[src/rtl/dd_route_pkg.sv]
package dd_route_pkg;
    typedef enum logic [1:0] {
        RG_NONE = 2'd0,
        RG_BOOT = 2'd1,
        RG_DATA = 2'd2,
        RG_REG  = 2'd3
    } region_t;

    typedef enum logic [1:0] {
        ST_IDLE    = 2'd0,
        ST_DRV_REG = 2'd1,
        ST_DRV_BUF = 2'd2
    } rd_state_t;
endpackage

[src/rtl/dd_addr_decode.sv]
module dd_addr_decode
    import dd_route_pkg::*;
#(
    parameter int ADDR_W     = 16,
    parameter int BOOT_LO    = 'h0000,
    parameter int BOOT_HI    = 'h01FF,
    parameter int DATA_LO    = 'h0200,
    parameter int DATA_HI    = 'h0FFF,
    parameter int REG_LO     = 'hF000,
    parameter int REG_HI     = 'hFFFF,
    parameter int REG_A_ADDR = 'hF100,
    parameter int REG_B_ADDR = 'hF101
) (
    input  logic [ADDR_W-1:0] addr,
    output region_t           region,
    output logic              sel_a,
    output logic              sel_b
);
    localparam logic [ADDR_W-1:0] B_LO = ADDR_W'(BOOT_LO);
    localparam logic [ADDR_W-1:0] B_HI = ADDR_W'(BOOT_HI);
    localparam logic [ADDR_W-1:0] D_LO = ADDR_W'(DATA_LO);
    localparam logic [ADDR_W-1:0] D_HI = ADDR_W'(DATA_HI);
    localparam logic [ADDR_W-1:0] R_LO = ADDR_W'(REG_LO);
    localparam logic [ADDR_W-1:0] R_HI = ADDR_W'(REG_HI);
    localparam logic [ADDR_W-1:0] A_AD = ADDR_W'(REG_A_ADDR);
    localparam logic [ADDR_W-1:0] B_AD = ADDR_W'(REG_B_ADDR);

    logic in_boot, in_data, in_reg;

    always_comb begin
        in_boot = (addr >= B_LO) && (addr <= B_HI);
        in_data = (addr >= D_LO) && (addr <= D_HI);
        in_reg  = (addr >= R_LO) && (addr <= R_HI);
        if (in_boot)      region = RG_BOOT;
        else if (in_data) region = RG_DATA;
        else if (in_reg)  region = RG_REG;
        else              region = RG_NONE;
        sel_a = in_reg && (addr == A_AD);
        sel_b = in_reg && (addr == B_AD);
    end
endmodule

[src/rtl/dd_start_regs.sv]
module dd_start_regs #(
    parameter int DATA_W = 16,
    parameter int BLK_W  = 11
) (
    input  logic              clk,
    input  logic              rst_n,
    input  logic              wr_a,
    input  logic              wr_b,
    input  logic [DATA_W-1:0] wdata,
    input  logic              sel_a,
    input  logic              sel_b,
    input  logic              cmd_dual_plane,
    output logic              dfs,
    output logic              dbs,
    output logic [BLK_W-1:0]  fba,
    output logic [DATA_W-1:0] rdata,
    output logic              plane_err
);
    localparam int RSV_A_W = DATA_W - 1 - BLK_W;
    localparam int RSV_B_W = DATA_W - 1;

    logic             dfs_q, dbs_q, err_q;
    logic [BLK_W-1:0] fba_q;
    logic             unused_rsv;

    assign unused_rsv = ^wdata[DATA_W-2:BLK_W];

    always_ff @(posedge clk) begin
        if (!rst_n) begin
            dfs_q <= 1'b0;
            dbs_q <= 1'b0;
            fba_q <= '0;
            err_q <= 1'b0;
        end else begin
            if (wr_a) begin
                dfs_q <= wdata[DATA_W-1];
                fba_q <= wdata[BLK_W-1:0];
            end
            if (wr_b) begin
                dbs_q <= wdata[DATA_W-1];
            end
            err_q <= cmd_dual_plane && fba_q[0];
        end
    end

    always_comb begin
        if (sel_a)      rdata = {dfs_q, {RSV_A_W{1'b0}}, fba_q};
        else if (sel_b) rdata = {dbs_q, {RSV_B_W{1'b0}}};
        else            rdata = '0;
    end

    assign dfs       = dfs_q;
    assign dbs       = dbs_q;
    assign fba       = fba_q;
    assign plane_err = err_q;

    p_dbs_follows_wr_r4: assert property (@(posedge clk) disable iff (!rst_n)
        wr_b |=> (dbs_q == $past(wdata[DATA_W-1])));
    p_dfs_follows_wr_r2: assert property (@(posedge clk) disable iff (!rst_n)
        wr_a |=> (dfs_q == $past(wdata[DATA_W-1])));
    p_err_needs_cmd_r11: assert property (@(posedge clk) disable iff (!rst_n)
        err_q |-> $past(cmd_dual_plane));
endmodule

[src/rtl/dd_select.sv]
module dd_select
    import dd_route_pkg::*;
(
    input  logic    strap,
    input  logic    dbs,
    input  logic    dfs,
    input  region_t region,
    output logic    serve,
    output logic    core_sel
);
    logic buf_match;

    always_comb begin
        buf_match = (dbs == strap);
        core_sel  = (dfs == strap);
        unique case (region)
            RG_BOOT: serve = !strap;
            RG_DATA: serve = buf_match;
            RG_REG:  serve = buf_match;
            default: serve = 1'b0;
        endcase
    end
endmodule

[src/rtl/dd_access_fsm.sv]
module dd_access_fsm
    import dd_route_pkg::*;
#(
    parameter int DATA_W = 16
) (
    input  logic              clk,
    input  logic              rst_n,
    input  logic              acc_en,
    input  logic              host_re,
    input  logic              host_we,
    input  region_t           region,
    input  logic              serve,
    input  logic [DATA_W-1:0] reg_rdata,
    input  logic [DATA_W-1:0] ram_rdata,
    output logic              rd_oe,
    output logic [DATA_W-1:0] rd_data,
    output logic              buf_rd,
    output logic              boot_we,
    output logic              data_we,
    output logic              reg_wr
);
    rd_state_t         state_q, state_d;
    logic [DATA_W-1:0] hold_q;
    logic              rd_req, wr_req;

    always_comb begin
        wr_req  = acc_en && host_we;
        rd_req  = acc_en && host_re && !host_we;
        reg_wr  = wr_req && (region == RG_REG);
        boot_we = wr_req && serve && (region == RG_BOOT);
        data_we = wr_req && serve && (region == RG_DATA);
        buf_rd  = rd_req && serve && ((region == RG_BOOT) || (region == RG_DATA));
        state_d = ST_IDLE;
        if (rd_req && serve) begin
            unique case (region)
                RG_REG:  state_d = ST_DRV_REG;
                RG_BOOT: state_d = ST_DRV_BUF;
                RG_DATA: state_d = ST_DRV_BUF;
                default: state_d = ST_IDLE;
            endcase
        end
    end

    always_ff @(posedge clk) begin
        if (!rst_n) begin
            state_q <= ST_IDLE;
            hold_q  <= '0;
        end else begin
            state_q <= state_d;
            if (state_d == ST_DRV_REG) hold_q <= reg_rdata;
        end
    end

    always_comb begin
        unique case (state_q)
            ST_DRV_REG: begin
                rd_oe   = 1'b1;
                rd_data = hold_q;
            end
            ST_DRV_BUF: begin
                rd_oe   = 1'b1;
                rd_data = ram_rdata;
            end
            default: begin
                rd_oe   = 1'b0;
                rd_data = '0;
            end
        endcase
    end

    p_oe_after_read_r8: assert property (@(posedge clk) disable iff (!rst_n)
        rd_oe |-> $past(acc_en && host_re && !host_we));
    p_no_drive_unmapped_r9: assert property (@(posedge clk) disable iff (!rst_n)
        rd_oe |-> $past(region != RG_NONE));
    p_write_wins_r12: assert property (@(posedge clk) disable iff (!rst_n)
        (acc_en && host_we) |=> !rd_oe);
endmodule

[src/rtl/dual_die_route.sv]
module dual_die_route
    import dd_route_pkg::*;
#(
    parameter int ADDR_W = 16,
    parameter int DATA_W = 16,
    parameter int BLK_W  = 11
) (
    input  logic              clk,
    input  logic              rst_n,
    input  logic              die_strap,
    input  logic              acc_en,
    input  logic              host_re,
    input  logic              host_we,
    input  logic [ADDR_W-1:0] host_addr,
    input  logic [DATA_W-1:0] host_wdata,
    input  logic [DATA_W-1:0] ram_rdata,
    input  logic              cmd_dual_plane,
    output logic              rd_oe,
    output logic [DATA_W-1:0] rd_data,
    output logic              buf_rd,
    output logic              boot_we,
    output logic              data_we,
    output logic              core_sel,
    output logic [BLK_W:0]    blk_addr,
    output logic              plane_err
);
    region_t           region;
    logic              sel_a, sel_b, reg_wr, serve;
    logic              dfs, dbs;
    logic [BLK_W-1:0]  fba;
    logic [DATA_W-1:0] reg_rdata;

    dd_addr_decode #(.ADDR_W(ADDR_W)) u_dec (
        .addr  (host_addr),
        .region(region),
        .sel_a (sel_a),
        .sel_b (sel_b)
    );

    dd_start_regs #(.DATA_W(DATA_W), .BLK_W(BLK_W)) u_regs (
        .clk           (clk),
        .rst_n         (rst_n),
        .wr_a          (reg_wr && sel_a),
        .wr_b          (reg_wr && sel_b),
        .wdata         (host_wdata),
        .sel_a         (sel_a),
        .sel_b         (sel_b),
        .cmd_dual_plane(cmd_dual_plane),
        .dfs           (dfs),
        .dbs           (dbs),
        .fba           (fba),
        .rdata         (reg_rdata),
        .plane_err     (plane_err)
    );

    dd_select u_sel (
        .strap   (die_strap),
        .dbs     (dbs),
        .dfs     (dfs),
        .region  (region),
        .serve   (serve),
        .core_sel(core_sel)
    );

    dd_access_fsm #(.DATA_W(DATA_W)) u_fsm (
        .clk      (clk),
        .rst_n    (rst_n),
        .acc_en   (acc_en),
        .host_re  (host_re),
        .host_we  (host_we),
        .region   (region),
        .serve    (serve),
        .reg_rdata(reg_rdata),
        .ram_rdata(ram_rdata),
        .rd_oe    (rd_oe),
        .rd_data  (rd_data),
        .buf_rd   (buf_rd),
        .boot_we  (boot_we),
        .data_we  (data_we),
        .reg_wr   (reg_wr)
    );

    assign blk_addr = {dfs, fba};

    p_boot_owner_r6: assert property (@(posedge clk) disable iff (!rst_n)
        (boot_we || (buf_rd && region == RG_BOOT)) |-> !die_strap);
    p_data_owner_r7: assert property (@(posedge clk) disable iff (!rst_n)
        data_we |-> (dbs == die_strap));
endmodule

[config.mk]
export PLATFORM = sky130hd
export DESIGN_NAME = dual_die_route
export DESIGN_NICKNAME = d
export VERILOG_FILES = /design/src/rtl/dd_route_pkg.sv /design/src/rtl/dd_addr_decode.sv /design/src/rtl/dd_start_regs.sv /design/src/rtl/dd_select.sv /design/src/rtl/dd_access_fsm.sv /design/src/rtl/dual_die_route.sv
export SDC_FILE = /design/constraint.sdc
export NUM_CORES = 1
export LEC_CHECK = 0
export CAP_MARGIN = 20
export CORE_MARGIN = 5
export CORE_UTILIZATION = 55
export CTS_BUF_LIST = sky130_fd_sc_hd__clkbuf_4 sky130_fd_sc_hd__clkbuf_8
export DETAILED_ROUTE_END_ITERATION = 10
export DONT_BUFFER_PORTS = 1
export PLACE_DENSITY = 0.76
export RECOVER_POWER = 25
export SYNTH_ARGS = -nofsm -noshare
export SYNTH_HDL_FRONTEND = slang
export SYNTH_HIERARCHICAL = 1
export SYNTH_SLANG_ARGS = --single-unit
[constraint.sdc]
create_clock -name clk -period 3.3 [get_ports clk]
set_clock_uncertainty 0.05 [all_clocks]
set_input_delay 0.33 -clock clk [delete_from_list [all_inputs] [get_ports clk]]
set_output_delay 0.33 -clock clk [all_outputs]
set_load 0.1 [all_outputs]
==> reports/metrics.cfg <==
[worst_setup_path]
r2r-end = u_fsm/hold_q[15]$_SDFFE_PN0N_
crit_path_start = host_addr[14]
r2r-start = u_regs/dfs$_SDFFE_PN0P_
critPathCaptureType = output port
start_kind = primary input
arrival_ns = 2.42
critPathKind = in2out
required_ns = 2.92
crit_path_max_fanout = 5
r2r_slack_ns = 1.41
cp-endpoint = buf_rd
r2r_cells = 5

[detailed_routing]
wl_per_cell_um = 13.9
dr.pass1.iters = 4
drt-total-wl_um = 3810
viasPerCell = 5.27
drt_iter0_markers = 80
postRouteAntennaNets = 0
drcViolationCount = 0
vias = 1438

[logic_synthesis]
synth_cells = 213
synth_edf_count = 0
syn_area_um2 = 1830
yosys_warnings = 6
synth_ff_type = dfxtp_1
synth.area.top_cells = dfxtp_1, mux2i_1, nand2_1
postSynthAreaPerCell_um2 = 8.61
async_reset_ff_frac = 0
synthDistinctLibCells = 32
synth_top_area_frac = 0.349
yosys.area.top_type = dfxtp_1
ys_ff_latch = 32
synth.yosys.seq_area_share = 0.349

[floorplan]
initial_core_util = 0.558
rows = 21
ios = 89
fp.coreArea_um2 = 3280
die_h_um = 67.7
die_w_um = 67.7
dieArea_um2 = 4590

[sta]
worst_pin_slew_ns = 1.36
period_needed_ns = 2.80
hold_viol = 0
slew_violations = 0
fmax_mhz = 358
fin_setup_tns_ns = 0
setup_violations = 0
rsz0062_at_grt = false
timing.final.crit_share = 0.847
slew_headroom = 0.0928

[global_route]
antenna_found_initial = 0
grt_pass1_wl_um = 5910
grt_pass1_vias = 1372
grt_start_max_net_pins = 49
grt.overflow.total = 0
track_usage = 0.173

[final_layout]
n_fill_cell = 322
design_area_um2 = 2090
syn2layout_area_growth_pct = 13.8
antenna_cells = 0
drive_above_1_share = 0.229
final_common_cell = nand2_1
layout_common_cells = nand2_1, dfxtp_1, mux2i_1
final_util = 0.635
layout.nets = 287

[placement]
gp_congestion = 0.686
io_buffers = 0
dp_hpwl_um = 2870
placed_area_um2 = 2010

[cts]
cts_resized = 0
cts-root-buf = clkbuf_4
clock_path_buffers = 2
clkTransAtPathRegs_ns = 0.09
cts_tree = yes
clkLatencyLatePin_ns = 0.33
cts_hold_buf = 0
cts_setup_buffers = 0
cts_inserted_buffers = 5
cts_max_level = 2
cts_sinks = 32

[hold_path]
hold_depth = 2
hold_class = in2reg
hp-start = rst_n

[run_status]
outcome = complete, no violations

[job]
max_cap_violations = 0

[pwr]
p_leak_uw = 0.000703
p_per_area_nw_per_um2 = 339
peakVddDrop_uv = 402

[state kept, by name, indices dropped and copies added (netlist names)]
signal	cells
u_regs/dbs	1
u_regs/plane_err	1
u_regs/dfs	1
u_fsm/state_q	2
u_regs/fba	11
u_fsm/hold_q	16
[worst min path at each step]
stage / endpoint / slack [ns]
2_1_floorplan: u_fsm/hold_q[0]$_SDFFE_PN0N_ / 0.39
3_3_place_gp: u_fsm/hold_q[12]$_SDFFE_PN0N_ / 0.39
3_5_place_dp: u_fsm/hold_q[5]$_SDFFE_PN0N_ / 0.40
4_1_cts: u_fsm/state_q[1]$_SDFF_PN0_ / 0.05
5_1_grt: u_fsm/state_q[1]$_SDFF_PN0_ / 0.04
6_report: u_fsm/state_q[1]$_SDFF_PN0_ / 0.07
[metrics by stage]
step / std cells / setup WS [ns] / hold WS, ns / total power, uW
floorplan: 216 / 0.0660 / 0.385 / 426
global placement: 265 / 0.566 / 0.392 / 420
detailed placement: 265 / 0.501 / 0.399 / 421
CTS: 273 / 0.502 / 0.0475 / 718
global route: 273 / 0.272 / 0.0444 / 738
finish: 273 / 0.504 / 0.0719 / 707
[per-layer routing]
| layer | routed length [um] | global-route usage |
|---|---|---|
| met5 | 0 | 0 |
| met4 | 24 | 0.0684 |
| met3 | 448 | 0.0849 |
| met2 | 1680 | 0.266 |
| met1 | 1660 | 0.206 |
[cells by family after synthesis]
family / share of synthesized area
DFF: 0.349
other: 0.00205
AOI/OAI and AO/OA: 0.0874
and+or+nand+nor: 0.276
adders and majority gates: 0.0410
xor gates and xnor gates: 0.00478
muxes: 0.158
buffers and inverters: 0.0805
[Yosys cell counts, drive strengths merged, types with 2 or more instances]
cell,instances
or4,3
o21ai,2
dfxtp,32
and2,13
and3,4
nor2b,14
inv,6
nor4,2
clkbuf,12
buf,8
nor2,17
nand2,35
and4,2
ha,6
a22oi,16
mux2i,29
or4b,2
[area by class of cell]
| class | instances | area [um2] | area share |
|---|---|---|---|
| Inverter | 6 | 22.5 | 0.0108 |
| Tap cell | 46 | 57.6 | 0.0276 |
| Timing Repair Buffer | 23 | 179 | 0.0858 |
| Sequential cell | 32 | 641 | 0.307 |
| Clock inverter | 2 | 35.0 | 0.0168 |
| Multi-Input combinational cell | 158 | 1110 | 0.530 |
| Clock buffer | 6 | 45.0 | 0.0216 |
[power breakdown]
part	internal, uW	switching, uW	total (uW)
logic	11.0	14.9	25.8
clock network	167	128	295
registers	386	0.0280	386
total	564	143	707
[critical path, cell delays in order]
cell and delay (ns):
or4_1 0.55, o41ai_2 0.48, nand2b_1 0.10, a31oi_1 0.27, and4b_1 0.29, nor2b_2 0.20, buf_12 0.19
Power figures use the tool's default switching activity.
